[config.mk]
export PLATFORM = sky130hd
export DESIGN_NAME = tdm_link_rx
export DESIGN_NICKNAME = d
export VERILOG_FILES = /design/src/rtl/tdm_link_rx.sv
export SDC_FILE = /design/constraint.sdc
export NUM_CORES = 1
export LEC_CHECK = 0
export ABC_CLOCK_PERIOD_IN_PS = 2400
export BUFFER_PORTS_ARGS = -buffer_cell sky130_fd_sc_hd__buf_2
export CAP_MARGIN = 20
export CORE_MARGIN = 5
export CORE_UTILIZATION = 35
export CTS_CLUSTER_SIZE = 25
export DETAILED_ROUTE_END_ITERATION = 8
export HOLD_SLACK_MARGIN = 0.15
export PLACE_DENSITY = 0.62
export SYNTH_ARGS = -nofsm -noshare
export SYNTH_HDL_FRONTEND = slang
export SYNTH_SLANG_ARGS = --single-unit
[constraint.sdc]
create_clock -name bclk -period 2.4 [get_ports bclk]
set_input_delay 0.24 -clock bclk [delete_from_list [all_inputs] [get_ports bclk]]
set_output_delay 0.24 -clock bclk [all_outputs]
set_load 0.005 [all_outputs]
[src/rtl/tdm_link_rx.sv]
module tdm_link_rx #(
  parameter int TAG_W  = 16,
  parameter int SLOT_W = 20,
  parameter int SLOTS  = 12
) (
  input  logic              bclk,
  input  logic              rst,
  input  logic              sdata,
  input  logic              fsync,
  output logic [SLOT_W-1:0] stat_addr,
  output logic              stat_addr_vld,
  output logic [SLOT_W-1:0] stat_data,
  output logic              stat_data_vld,
  output logic [SLOT_W-1:0] pcm_l,
  output logic              pcm_l_vld,
  output logic [SLOT_W-1:0] pcm_r,
  output logic              pcm_r_vld,
  output logic              frame_done,
  output logic              frame_err
);
  localparam int FRAME_BITS = TAG_W + SLOT_W * SLOTS;
  localparam int CW = $clog2(FRAME_BITS);
  localparam int PW = $clog2(SLOT_W);
  localparam int SW = $clog2(SLOTS + 1);
  localparam int HW = $clog2(TAG_W) + 2;

  logic              sync_q, active, in_data;
  logic [CW-1:0]     bitn;
  logic [PW-1:0]     pos;
  logic [SW-1:0]     slot;
  logic [TAG_W-1:0]  tag_sh, tag;
  logic [SLOT_W-1:0] sh;
  logic [HW-1:0]     hi_len;

  wire start    = fsync & ~sync_q;
  wire [SLOT_W-1:0] word = {sh[SLOT_W-2:0], sdata};
  wire slot_end = active && in_data && (pos == PW'(SLOT_W - 1));
  wire last_bit = active && (bitn == CW'(FRAME_BITS - 1));
  wire fvalid   = tag[TAG_W-1];
  wire take1 = !start && slot_end && slot == SW'(1) && fvalid && tag[TAG_W-2];
  wire take2 = !start && slot_end && slot == SW'(2) && fvalid && tag[TAG_W-3];
  wire take3 = !start && slot_end && slot == SW'(3) && fvalid && tag[TAG_W-4];
  wire take4 = !start && slot_end && slot == SW'(4) && fvalid && tag[TAG_W-5];

  always_ff @(negedge bclk) begin
    if (rst) begin
      sync_q  <= 1'b0;
      active  <= 1'b0;
      in_data <= 1'b0;
      bitn    <= '0;
      pos     <= '0;
      slot    <= '0;
      tag_sh  <= '0;
      tag     <= '0;
      sh      <= '0;
    end else begin
      sync_q <= fsync;
      if (start) begin
        active  <= 1'b1;
        in_data <= 1'b0;
        bitn    <= CW'(1);
        tag_sh  <= {{(TAG_W-1){1'b0}}, sdata};
      end else if (active) begin
        bitn <= bitn + CW'(1);
        if (last_bit) active <= 1'b0;
        if (!in_data) begin
          tag_sh <= {tag_sh[TAG_W-2:0], sdata};
          if (bitn == CW'(TAG_W - 1)) begin
            tag     <= {tag_sh[TAG_W-2:0], sdata};
            in_data <= 1'b1;
            pos     <= '0;
            slot    <= SW'(1);
          end
        end else begin
          sh <= word;
          if (pos == PW'(SLOT_W - 1)) begin
            pos  <= '0;
            slot <= slot + SW'(1);
          end else begin
            pos <= pos + PW'(1);
          end
        end
      end
    end
  end

  always_ff @(negedge bclk) begin
    if (rst) begin
      hi_len    <= '0;
      frame_err <= 1'b0;
    end else begin
      if (start)                     hi_len <= HW'(1);
      else if (fsync && hi_len != '1) hi_len <= hi_len + HW'(1);
      else if (!fsync)               hi_len <= '0;
      frame_err <= !fsync && sync_q && (hi_len != HW'(TAG_W));
    end
  end

  always_ff @(negedge bclk) begin
    if (rst) begin
      stat_addr <= '0;  stat_addr_vld <= 1'b0;
      stat_data <= '0;  stat_data_vld <= 1'b0;
      pcm_l     <= '0;  pcm_l_vld     <= 1'b0;
      pcm_r     <= '0;  pcm_r_vld     <= 1'b0;
      frame_done <= 1'b0;
    end else begin
      stat_addr_vld <= take1;
      stat_data_vld <= take2;
      pcm_l_vld     <= take3;
      pcm_r_vld     <= take4;
      frame_done    <= last_bit && !start;
      if (take1) stat_addr <= word;
      if (take2) stat_data <= word;
      if (take3) pcm_l     <= word;
      if (take4) pcm_r     <= word;
    end
  end

  a_r10_one_strobe: assert property (@(negedge bclk) disable iff (rst)
    $onehot0({stat_addr_vld, stat_data_vld, pcm_l_vld, pcm_r_vld, frame_done}));
  a_r8_done_single: assert property (@(negedge bclk) disable iff (rst)
    frame_done |=> !frame_done);
  a_r6_addr_hold: assert property (@(negedge bclk) disable iff (rst)
    !stat_addr_vld |-> $stable(stat_addr));
  a_r6_pcm_r_hold: assert property (@(negedge bclk) disable iff (rst)
    !pcm_r_vld |-> $stable(pcm_r));
  a_r9_err_on_fall: assert property (@(negedge bclk) disable iff (rst)
    frame_err |-> (!sync_q && $past(sync_q)));
  a_r7_frame_valid: assert property (@(negedge bclk) disable iff (rst)
    (stat_addr_vld || stat_data_vld || pcm_l_vld || pcm_r_vld) |-> fvalid);
  a_r3_addr_timing: assert property (@(negedge bclk) disable iff (rst)
    stat_addr_vld |-> (bitn == CW'(TAG_W + SLOT_W)));
endmodule

==> results of run 1 <==
==> metrics by stage <==
step           std cells  setup TNS, ns  power (mW)
2_1_floorplan        654          -4.98        3.05
5_1_grt             1138        -0.0140        6.70
3_5_place_dp         959         -23.48        3.11
3_3_place_gp         959         -20.53        3.11
4_1_cts             1138              0        6.34
6_report            1138              0        6.20
==> synthesized netlist by cell type, drive strengths merged (4+ instances only) <==
| cell | n | area share [%] |
|---|---|---|
| dfxtp | 151 | 50 |
| nand2b | 85 | 8.8 |
| nand2 | 77 | 4.8 |
| mux2i | 69 | 11 |
| a21oi | 68 | 5.6 |
| clkbuf | 33 | 2.1 |
| nand3 | 33 | 2.7 |
| o21ai | 32 | 2.7 |
| nor2 | 29 | 1.8 |
| buf | 10 | 0.91 |
| ha | 8 | 1.7 |
| nand4 | 7 | 0.73 |
| inv | 6 | 0.37 |
| nor2b | 6 | 0.66 |
| nor3 | 6 | 0.50 |
| and3 | 4 | 0.41 |
| nor4 | 4 | 0.91 |
==> routing by layer <==
layer  up-vias  GRT usage, %
met1      2410          18.0
met4         0          8.82
met3        13          7.35
li1       2724             -
met5         -             0
met2       144          22.0
==> where the power goes <==
part	total (mW)	internal [mW]	switching (mW)
sequential	2.54	2.54	0.00592
combinational	0.150	0.0658	0.0839
clock	3.50	1.76	1.74
==> flip-flops by register name, summed over array words and instances (netlist names), 4 cells and up <==
name,cells
bitn,8
stat_addr,20
hi_len,6
sh,19
tag_sh,15
pcm_r,20
slot,4
stat_data,20
tag,5
pos,5
pcm_l,20
==> cell type report <==
type,count,area [um2],area share [%]
Clock buffer,17,425,5.26
Clock inverter,163,684,8.46
Inverter,5,18.8,0.232
Multi-Input combinational cell,454,2840,35.1
Sequential cell,151,3050,37.7
Tap cell,225,282,3.48
Timing Repair Buffer,123,791,9.77
==> cell families (layout without fill, tap and decap cells) <==
| family | count (synthesis) | in the layout |
|---|---|---|
| AND/OR/NAND/NOR | 265 | 265 |
| XOR/XNOR | 6 | 6 |
| multiplexers | 69 | 69 |
| adder cells (fa/ha/maj) | 8 | 8 |
| flip-flops | 151 | 151 |
| buffers and inverters | 49 | 308 |
| AO/OA/AOI/OAI | 106 | 106 |
==> worst paths after layout <==
kind	slack (ns)	end	start	cells past startpoint
max	0.03	pcm_r[6]	pcm_r[6]	1
min	0.44	tag_sh[9]	tag_sh[8]	2
max reg2reg	0.47	pcm_l[12]	pos[0]	6
min reg2reg	0.44	tag_sh[9]	tag_sh[8]	2
==> what timing repair did <==
| action | CTS | global route |
|---|---|---|
| endpoints found under the setup margin | 2 | 19 |
| buffers inserted | 0 | 0 |
| pin swaps | 0 | 0 |
| gates resized for setup | 2 | 19 |
| hold buffers | 0 | 0 |
| gates cloned | 0 | 0 |
==> summary by stage, run 1 <==
Synthesis
After synthesis, the largest family of logic cells by area is simple AND/OR/NAND/NOR gates. Among all flip-flop cells after synthesis, the most frequent one is dfxtp_1. After technology mapping, the gate count stands at roughly 650. Of the total synthesized cell area, the portion taken by XOR and XNOR cells is less than 1%. The number of synthesized flops with an enable pin is 0. The average cell area after synthesis is roughly 9.2 um2. The synthesized-area fraction occupied by adder cells is roughly 1.7%.

The post-synth net total is 666. The post-synthesis compound-gate area fraction is under 10%. Summing the sequential cell areas from Yosys gives roughly 50% of the chip area.

The fraction of registers with async set/reset is 0%. The share of synthesized area spent on multiplexers is 11.4%. The total number of yosys warnings is 0. The register bit count reported by yosys is ~150. The simple-gate share of the synthesized area is approximately a quarter.

The unique cell type count in the Yosys netlist is 37. The area of the mapped netlist is between 6000 and 7000 um2.

Critical path
On the worst path, the slowest cell contributes a delay of around 0.35 ns. Traced cell by cell, the critical path runs through buf_2. The sum of buffers and inverters on the critical path is 1. The slowest stage of the critical path belongs to the cell dfxtp_2. Grouping stages by cell kind, the critical path spends the most delay in flip-flops. The type of origin of the critical path is a flip-flop. The highest net fanout along the worst path is 2. For the worst setup path, the data arrival time is 2.13 ns. At the worst endpoint, the required time is 2.16 ns.

The worst setup path is of the flip-flop to primary output kind. The kind of end point of the critical path is a primary output.

Flow run
The max capacitance violation total is 0.

Detailed routing
In this run the remaining antenna-violating nets after routing total 0. The number of remaining DRC errors is 0. Detailed routing placed a total of about 1000 um of wire on met3. After detailed routing, the wire length on met1 is about 6700 um.

The number of detailed-routing iterations run before antenna repair is 4. The routed length per instance is between 10 and 15 um. After detailed routing, the total wire length is ~15,000 um. The routed via count is around 5,300.

Signal routing reaches up to met4. The count of routing violations after the opening detailed-route iteration is 320. In the routed layout, each cell is associated on average with a via count of around 4.6. The met2 wire length is ~6700 um.

Die
The total die area is between 15,000 and 20,000 um2. The number of rows in the core area is between 40 and 50. The initial utilization of the core area, before any placement, comes to between 30% and 40%. The I/O pin count is 90. The total area inside the core boundary comes to roughly 17,000 um2. The width of the die is approximately 140 um. In this run the vertical extent of the chip is about 140 um.

GRT
The via count of the first global-routing pass was around 5,500. The number of antenna violations at the first check in global routing is 0. Entering global routing, the biggest net connects between 40 and 50 pins. Global routing used approximately 15% of the available tracks across all layers. The first global-routing pass estimated roughly 25,000 um of wire. For this run the aggregate overflow at the end of global routing stands at 0.

Power and ir drop
The static leakage is just under 4 nW. The power per cell area is between 700 and 800 nW/um2. Across the VDD grid, the largest voltage drop is between 500 and 600 uV.

Final layout
The filler cell count is between 1,500 and 2,000. The final layout contains slightly above 900 nets. The library cells used most frequently in the layout, excluding fill and tap cells, are 156 x inv_1, 130 x dfxtp_1, 88 x buf_2.

The area growth from synthesis to layout is 34.0%. Leaving out fill and tap cells, the most frequent cell in the layout is inv_1. The share of post-route cells with drive strength above 1 is 20.0%. The finished layout cell area is 8090 um2. The total inserted antenna cells is 0. The post-layout utilization of the core is about 47%.

STA
The worst path meets setup with between 0.02 and 0.03 ns of slack. The worst hold slack is around 0.44 ns. The actual transition at the worst max-transition pin is between 0.5 and 0.6 ns.

Across the routed clock network, the largest skew measured is 0.0241 ns. The tightest slew margin relative to the limit is a little under two thirds. The final count of pins violating max slew is 0. The final number of hold-violating endpoints is 0. The number of endpoints failing setup at the final stage is 0.

Clocking
After clock tree synthesis, the clock-pin slew on the worst setup and hold paths is 0.05 ns. The clock reaches the later pin of the worst-skew pair after approximately 0.46 ns. The number of clock buffers added by TritonCTS is 17. The H-tree was split into 4 levels. CTS saw between 150 and 200 sinks.

In this run the clock root is driven by a clkbuf_16. The number of buffers on the longest clock path is 2. The TritonCTS clock tree is done.

Place
The post-place instance area is ~7000 um2. The worst-case setup slack after placement is -0.321 ns. The number of input and output port buffers inserted is 89. At the end of routability-driven placement, the weighted congestion stood at around 0.75. The HPWL after detailed placement is between 9000 and 10,000 um.

Min path
In this run the worst hold path is classified as flip-flop to flip-flop.

Status
The run finished with clean final reports.
Note: power is estimated with default switching activity, not from simulation.
==> inputs of run 2 (changes only) <==
--- a/config.mk
+++ b/config.mk
@@ -5,6 +5,7 @@
 export SDC_FILE = /design/constraint.sdc
 export NUM_CORES = 1
 export LEC_CHECK = 0
+export ABC_AREA = 1
 export ABC_CLOCK_PERIOD_IN_PS = 2400
 export BUFFER_PORTS_ARGS = -buffer_cell sky130_fd_sc_hd__buf_2
 export CAP_MARGIN = 20
@@ -13,7 +14,7 @@
 export CTS_CLUSTER_SIZE = 25
 export DETAILED_ROUTE_END_ITERATION = 8
 export HOLD_SLACK_MARGIN = 0.15
-export PLACE_DENSITY = 0.62
+export PLACE_DENSITY = 0.63
 export SYNTH_ARGS = -nofsm -noshare
 export SYNTH_HDL_FRONTEND = slang
 export SYNTH_SLANG_ARGS = --single-unit
==> summary by stage, run 2 <==
Clocking
The TritonCTS clock tree is done. The worst-skew pair later-pin latency was 0.46 ns (about the same). The quantity of hold-fixing buffers added after cts came to 0 (unchanged). CTS placed an instance of clkbuf_16 at the clock tree root. The number of buffers created by CTS is 17 (unchanged). The number of sinks on the clock net is 151 (unchanged).

The number of levels the H-tree was split into is 4 (unchanged). The number of buffers on the longest clock path is 2 (unchanged). The post-CTS clock slew at the launch and capture registers of the worst setup and hold paths is 0.04 ns (about the same). The number of setup buffers added after CTS is 0 (unchanged).

Synthesis
The fraction of registers with async set/reset is 0% (unchanged). The number of synthesized flops with an enable pin was 0 (unchanged). The portion of synthesized cell area occupied by the leading cell type is 52.7% (+2.6 points). By count the netlist is led by 160 x nor2_1, 151 x dfxtp_1, 91 x a21oi_1. Ranked by total cell area, the synthesized netlist is headed by dfxtp_1 53%, nor2_1 10%, a21oi_1 7.9%, o21ai_0 7.1%, nand2_1 5.2%. The post-synth net total is 748 (+12%). The area of the mapped netlist came to 5740 um2 (-4.9%). The register bit count reported by yosys is 151 (unchanged). The biggest area contributor in the post-synthesis netlist is dfxtp_1.

The average cell area after synthesis is 7.80 um2 (-16%). The unique cell type count in the Yosys netlist is 31 (-16%). The most common cell in the synthesized netlist is nor2_1. The total number of yosys warnings is 0 (unchanged). The sequential-to-total area share from yosys stat is 52.7% (+2.6 points). The flip-flop cell with the highest count after synthesis is dfxtp_1. The number of cells produced by synthesis is 736 (+13%).

STA
The worst hold slack was 0.453 ns (+0.0122 ns). The number of endpoints failing setup at the final stage is 0 (unchanged). Setup repair after global routing left no endpoint under its margin. The final number of hold-violating endpoints was 0 (unchanged).

The tightest slew margin relative to the limit is 71.2% (+7.8 points). The final clock skew is 0.0198 ns (-0.00430 ns). The actual transition at the worst max-transition pin came to 0.431 ns (-0.117 ns). The final count of pins violating max slew is 0 (unchanged).

Status
The run finished with clean final reports.

Final layout
The combined area of the multi-input logic cells is 2370 um2 (-17%). The most frequent standard cell in the layout excluding fill and tap cells is inv_1. The library cells used most frequently in the layout, excluding fill and tap cells, are 180 x inv_1, 160 x nor2_1, 131 x dfxtp_1. The final cell count without fillers is 1,205 (+5.9%). The total inserted antenna cells was 0 (unchanged). The post-layout utilization of the core was 48.3% (+1.0 points). The area occupied by registers is 3050 um2 (about the same). The layout net count came to 988 (+8.0%). The share of post-route cells with drive strength above 1 is 18.8% (-1.2 points). The filler cell count is 1,630 (-2.5%). The area added between synthesis and finish is 34.6%.

Die
The width of the die came to 138 um (-2.3%). The total die area was 19,100 um2 (-4.6%). The placeable core region came to 16,000 um2 (-6.5%). The starting utilization of the core area is 35.9% (+0.61 points). The number of rows in the core area is 46 (-4.2%). The die span in y was 138 um (-2.3%). The I/O pin count was 90 (unchanged).

Detailed routing
The number of nets with antenna violations after routing came to 0 (unchanged). The number of remaining DRC errors is 0 (unchanged). The routed length per instance is 12.3 um (-4.2%).

The vias per cell is 4.68 (+0.58%). The routed via count was 5,635 (+6.5%). The count of routing violations after the opening detailed-route iteration is 260 (-19%).

The number of detailed-routing iterations run before antenna repair is 5 (+1). The total routed wirelength came to 14,800 um (+1.5%).

Power and ir drop
The total power is 6.42 mW (+3.6%). The maximum ir drop on the vdd rail is 518 uV (-0.30%). The static leakage is 3.72 nW (-4.6%). The power per cell area is 830 nW/um2 (+8.4%).

Critical path
The type of origin of the critical path is a flip-flop. The flop-to-flop setup slack was 0.74 ns (+0.27 ns). The kind of end point of the critical path is a primary output. The critical path class is flip-flop to primary output.

The largest delay contributor family on the critical path is flip-flops. The sum of buffers and inverters on the critical path was 1 (unchanged). The data arrival time of the worst path was 2.12 ns (about the same). The data required time at the worst endpoint is 2.16 ns (about the same).

Traced cell by cell, the critical path runs through buf_2. The highest net fanout along the worst path is 2 (unchanged). The delay of the slowest critical-path stage is 0.34 ns (about the same).

The critical path's slowest cell is dfxtp_1.

Flow run
The max capacitance violation total is 0 (unchanged).

GRT
The largest net degree at the start of global routing is 55 (+17%). The first-pass GRT wire length is 25,500 um (+2.6%). The via count of the first global-routing pass came to 5,730 (+4.0%). The number of antenna violations at the first check in global routing is 0 (unchanged). The total routing usage reported by global routing is 15.7% (+0.63 points). The total congestion overflow is 0 (unchanged).

Place
The number of input and output port buffers inserted was 89 (unchanged). The routability congestion estimate is 0.762 (+1.2%). The total instance count after detailed placement was 1,023 (+6.7%). The placed wire-length estimate is 9450 um (about the same).

Min path
The worst hold path belongs to the class flip-flop to flip-flop.
==> run 2: changes by cell type after synthesis, moves of 7 or more <==
cell	previous run	this run
buf_2	8	15
nand2b_1	85	0
a21oi_1	68	91
inv_1	6	31
mux2i_1	69	0
o21ai_0	28	81
nor2_1	29	160
clkbuf_1	33	17
o21ai_1	3	14
==> run 2: per-layer routing <==
metal	part of all wire (%)	vias up	GRT usage (%)
li1	-	2907	-
met1	46	2552	18.2
met2	47	165	23.9
met3	6.4	11	8.62
met4	0.59	0	7.18
met5	0	-	0
==> run 2: final timing paths <==
path,from,endpoint,cells after the start
worst max-delay path,pcm_l[7],pcm_l[7],1
worst min-delay path,tag_sh[7],tag_sh[8],2
worst max register to register,pos[0],stat_addr[19],7
worst min register to register,tag_sh[7],tag_sh[8],2
==> run 2: logic make-up (layout without fill, tap and decap cells) <==
kind of cell             count (synthesis)  in the layout  synth area share, %
AO/OA/AOI/OAI                          189            189                 16.7
XOR/XNOR                                 5              5                0.763
adder cells (fa/ha/maj)                  8              8                 1.74
buffers and inverters                   80            333                 6.12
flip-flops                             151            151                 52.7
AND/OR/NAND/NOR                        303            303                 22.1
==> run 2: timing repair <==
| action | 4_1_cts | 5_1_grt |
|---|---|---|
| setup endpoints to repair | 1 | 19 |
| endpoints found under the hold margin | 0 | 0 |
| resized for setup | 1 | 19 |
==> run 2: final cells by class <==
cell class	count	share of cell area, %
Multi-Input combinational cell	505	30.7
Tap cell	216	3.50
Inverter	33	1.60
Sequential cell	151	39.4
Clock inverter	166	9.83
Clock buffer	17	5.50
Timing Repair Buffer	117	9.45
==> run 2: power breakdown <==
group	internal [mW]	leakage, nW	total [mW]	switching, mW
clock	1.85	1.11	3.72	1.87
sequential	2.54	1.23	2.55	0.0101
combinational	0.0510	1.39	0.151	0.100
total	4.44	3.72	6.42	1.98
==> run 2: stage by stage <==
step | area (um2) | TNS [ns] | setup slack, ns
5_1_grt | 7730 | 0 | 0.0000790
2_1_floorplan | 5740 | 0 | 0.0358
6_report | 7730 | 0 | 0.0378
3_5_place_dp | 6520 | -19.92 | -0.246
4_1_cts | 7700 | 0 | 0.00458
3_3_place_gp | 6520 | -17.11 | -0.240
==> inputs of run 3 (changes only) <==
==> config.mk (replaced) <==
export PLATFORM = sky130hd
export DESIGN_NAME = tdm_link_rx
export DESIGN_NICKNAME = d
export VERILOG_FILES = /design/src/rtl/tdm_link_rx.sv
export SDC_FILE = /design/constraint.sdc
export NUM_CORES = 1
export LEC_CHECK = 0
export ABC_CLOCK_PERIOD_IN_PS = 2100
export BUFFER_PORTS_ARGS = -buffer_cell sky130_fd_sc_hd__buf_2
export CAP_MARGIN = 20
export CORE_MARGIN = 5
export CORE_UTILIZATION = 35
export CTS_BUF_LIST = sky130_fd_sc_hd__clkbuf_16
export CTS_CLUSTER_SIZE = 25
export DETAILED_ROUTE_END_ITERATION = 8
export HOLD_SLACK_MARGIN = 0.15
export PLACE_DENSITY = 0.64
export SYNTH_ARGS = -nofsm -noshare
export SYNTH_HDL_FRONTEND = slang
export SYNTH_SLANG_ARGS = --single-unit
==> constraint.sdc (replaced) <==
create_clock -name bclk -period 2.1 [get_ports bclk]
set_input_delay 0.21 -clock bclk [delete_from_list [all_inputs] [get_ports bclk]]
set_output_delay 0.21 -clock bclk [all_outputs]
set_load 0.005 [all_outputs]
==> summary by stage, run 3 (synthesis results as in run 1) <==
Final layout
The filler cell count was 1,555 (-4.6%). From synthesis to final layout, the design area changed by 46.5%. The total inserted antenna cells is 0 (unchanged).

The post-layout utilization of the core is 51.7% (+3.4 points). The layout net count came to 948 (-4.0%). The combined area of the multi-input logic cells is 2850 um2 (+20%). The share of post-route cells with drive strength above 1 was 29.6% (+11 points). The top cell types in the final layout, fill and taps aside, are 157 x inv_1, 85 x nand2b_1, 82 x dfxtp_2.

The library cell used most frequently in the layout, excluding fill and tap cells, is inv_1. The area occupied by registers came to 3130 um2 (+2.5%).

Clocking
The TritonCTS clock tree is done. The quantity of hold-fixing buffers added after cts is 0 (unchanged). The post-CTS clock slew at the launch and capture registers of the worst setup and hold paths is 0.04 ns (about the same). The number of buffers created by CTS is 17 (unchanged).

The number of buffers on the longest clock path came to 2 (unchanged). The number of sinks on the clock net is 151 (unchanged). The worst-skew pair later-pin latency came to 0.48 ns (+0.02 ns). The clock tree root buffer cell is clkbuf_16.

The number of levels the H-tree was split into was 4 (unchanged).

STA
The final count of pins violating max slew came to 0 (unchanged). The summed negative setup slack over all endpoints is -3.67 ns (-3.67 ns). The number of endpoints failing setup at the final stage was 86 (+86).

Setup repair after global routing could not meet its margin everywhere. The final clock skew is 0.0307 ns (+0.0109 ns). The tightest slew margin relative to the limit is 49.1% (-22 points). The actual transition at the worst max-transition pin is 0.764 ns (+0.332 ns). The worst hold slack is 0.446 ns (-0.00687 ns). The final number of hold-violating endpoints is 0 (unchanged). The final worst setup slack is -0.0808 ns (-0.119 ns).

Critical path
The critical path class is flip-flop to primary output. The delay of the slowest critical-path stage is 0.34 ns (about the same). The startpoint identified for the worst register-to-register timing path is pos[0]. The type of origin of the critical path is a flip-flop. The highest net fanout along the worst path is 2 (unchanged). The worst-case reg-to-reg path depth is 6 (-1). The sum of buffers and inverters on the critical path is 1 (unchanged).

The largest delay contributor family on the critical path is flip-flops. The beginning of the critical path is pcm_l[6]. Traced cell by cell, the critical path runs through buf_2. The end of the worst register-to-register path is pcm_l[14].

The data arrival time of the worst path is 1.97 ns (-0.15 ns). The slowest stage of the critical path belongs to the cell dfxtp_2. The data required time at the worst endpoint was 1.89 ns (-0.27 ns). The kind of end point of the critical path is a primary output. The flop-to-flop setup slack is 0.07 ns (-0.67 ns).

Min path
The worst min-delay path category is flip-flop to flip-flop. The worst hold path begins at tag_sh[4]. The worst hold path cell count is 2 (unchanged).

The endpoint with the worst hold slack is tag_sh[5].

Detailed routing
The total routed wirelength is 16,200 um (+9.1%). The routed via count is 5,504 (-2.3%). The routed length per instance was 13.8 um (+12%). The number of detailed-routing iterations run before antenna repair came to 4 (-1). The vias per cell came to 4.69 (+0.25%). The count of routing violations after the opening detailed-route iteration is 254 (-2.3%). The number of remaining DRC errors is 0 (unchanged).

The number of nets with antenna violations after routing came to 0 (unchanged).

Place
The worst-case setup slack after placement is -0.500 ns (-0.255 ns). The placed wire-length estimate is 9740 um (+3.0%). The routability congestion estimate is 0.737 (-3.3%). The number of input and output port buffers inserted is 89 (unchanged).

GRT
The total congestion overflow is 0 (unchanged). The via count of the first global-routing pass was 5,698 (-0.56%). The number of antenna violations at the first check in global routing is 0 (unchanged).

The largest net degree at the start of global routing is 31 (-44%). The first-pass GRT wire length is 26,300 um (+3.4%). The total routing usage reported by global routing came to 16.3% (+0.53 points).

Die
The placeable core region is 17,100 um2 (+7.0%). The total die area is 20,000 um2 (+4.8%). The die span in y came to 141 um (+2.4%). The I/O pin count was 90 (unchanged). The width of the die came to 141 um (+2.4%).

The starting utilization of the core area is 35.3% (-0.61 points). The number of rows in the core area is 48 (+4.3%).

Power and ir drop
The maximum ir drop on the vdd rail is 588 uV (+14%). The total power is 7.20 mW (+12%). The power per cell area is 814 nW/um2 (-2.0%). The static leakage is 4.19 nW (+13%).

Status
The final reports fail on setup timing. The flow ran to the end, but the final reports show violations.

Flow run
The max capacitance violation total is 0 (unchanged).
-- run 3: cell types whose count changed in the layout (fill, tap and decap cells not counted), moves of 24 or more --
cell | before | now
nor2_1 | 160 | 28
o21ai_0 | 81 | 11
dfxtp_1 | 131 | 69
buf_2 | 89 | 40
a21oi_1 | 91 | 67
dfxtp_2 | 20 | 82
nand2b_1 | 0 | 85
buf_4 | 22 | 53
mux2i_1 | 0 | 69
buf_6 | 0 | 51
-- run 3: timing repair --
item / CTS / global route
setup buffers: 13 / 13
pin swaps: 2 / 1
gates cloned: 4 / 2
resized for setup: 118 / 24
setup endpoints to repair: 126 / 143
-- run 3: how the worst max path moves through the flow --
| stage | depth (start not counted) | slack, ns | endpoint |
|---|---|---|---|
| after floorplan | 5 | -0.25 | pcm_r[10] |
| final | 1 | -0.08 | pcm_l[6] |
| after global placement | 6 | -0.46 | pcm_l[2] |
| after CTS | 1 | -0.09 | pcm_r[10] |
| after global routing | 1 | -0.11 | pcm_l[6] |
| after detailed placement | 6 | -0.50 | pcm_l[6] |
-- run 3: area by class of cell --
| cell class | count | share of cell area, % |
|---|---|---|
| clock inverter | 166 | 7.99 |
| multi-input combinational | 454 | 32.3 |
| tap | 225 | 3.18 |
| inverter | 5 | 0.212 |
| timing repair buffer | 156 | 16.2 |
| sequential | 151 | 35.3 |
| clock buffer | 17 | 4.81 |
-- run 3: where the power goes --
part | switching [mW] | leakage, nW | internal [mW]
clock | 2.07 | 1.09 | 2.05
combinational | 0.0977 | 1.85 | 0.0808
sequential | 0.00739 | 1.26 | 2.90
-- run 3: layer usage --
| layer | track usage (%) | vias up | share of wire, % |
|---|---|---|---|
| li1 | - | 2793 | - |
| met2 | 26.0 | 146 | 50 |
| met1 | 18.2 | 2554 | 43 |
| met3 | 7.92 | 11 | 6.2 |
| met4 | 7.75 | 0 | 0.96 |
| met5 | 0 | - | 0 |
-- run 3: per-stage QoR --
step           cells  cell area (um2)
6_report        1174             8840
5_1_grt         1174             8840
4_1_cts         1159             8570
3_5_place_dp     961             6980
3_3_place_gp     961             6980
2_1_floorplan    654             6130
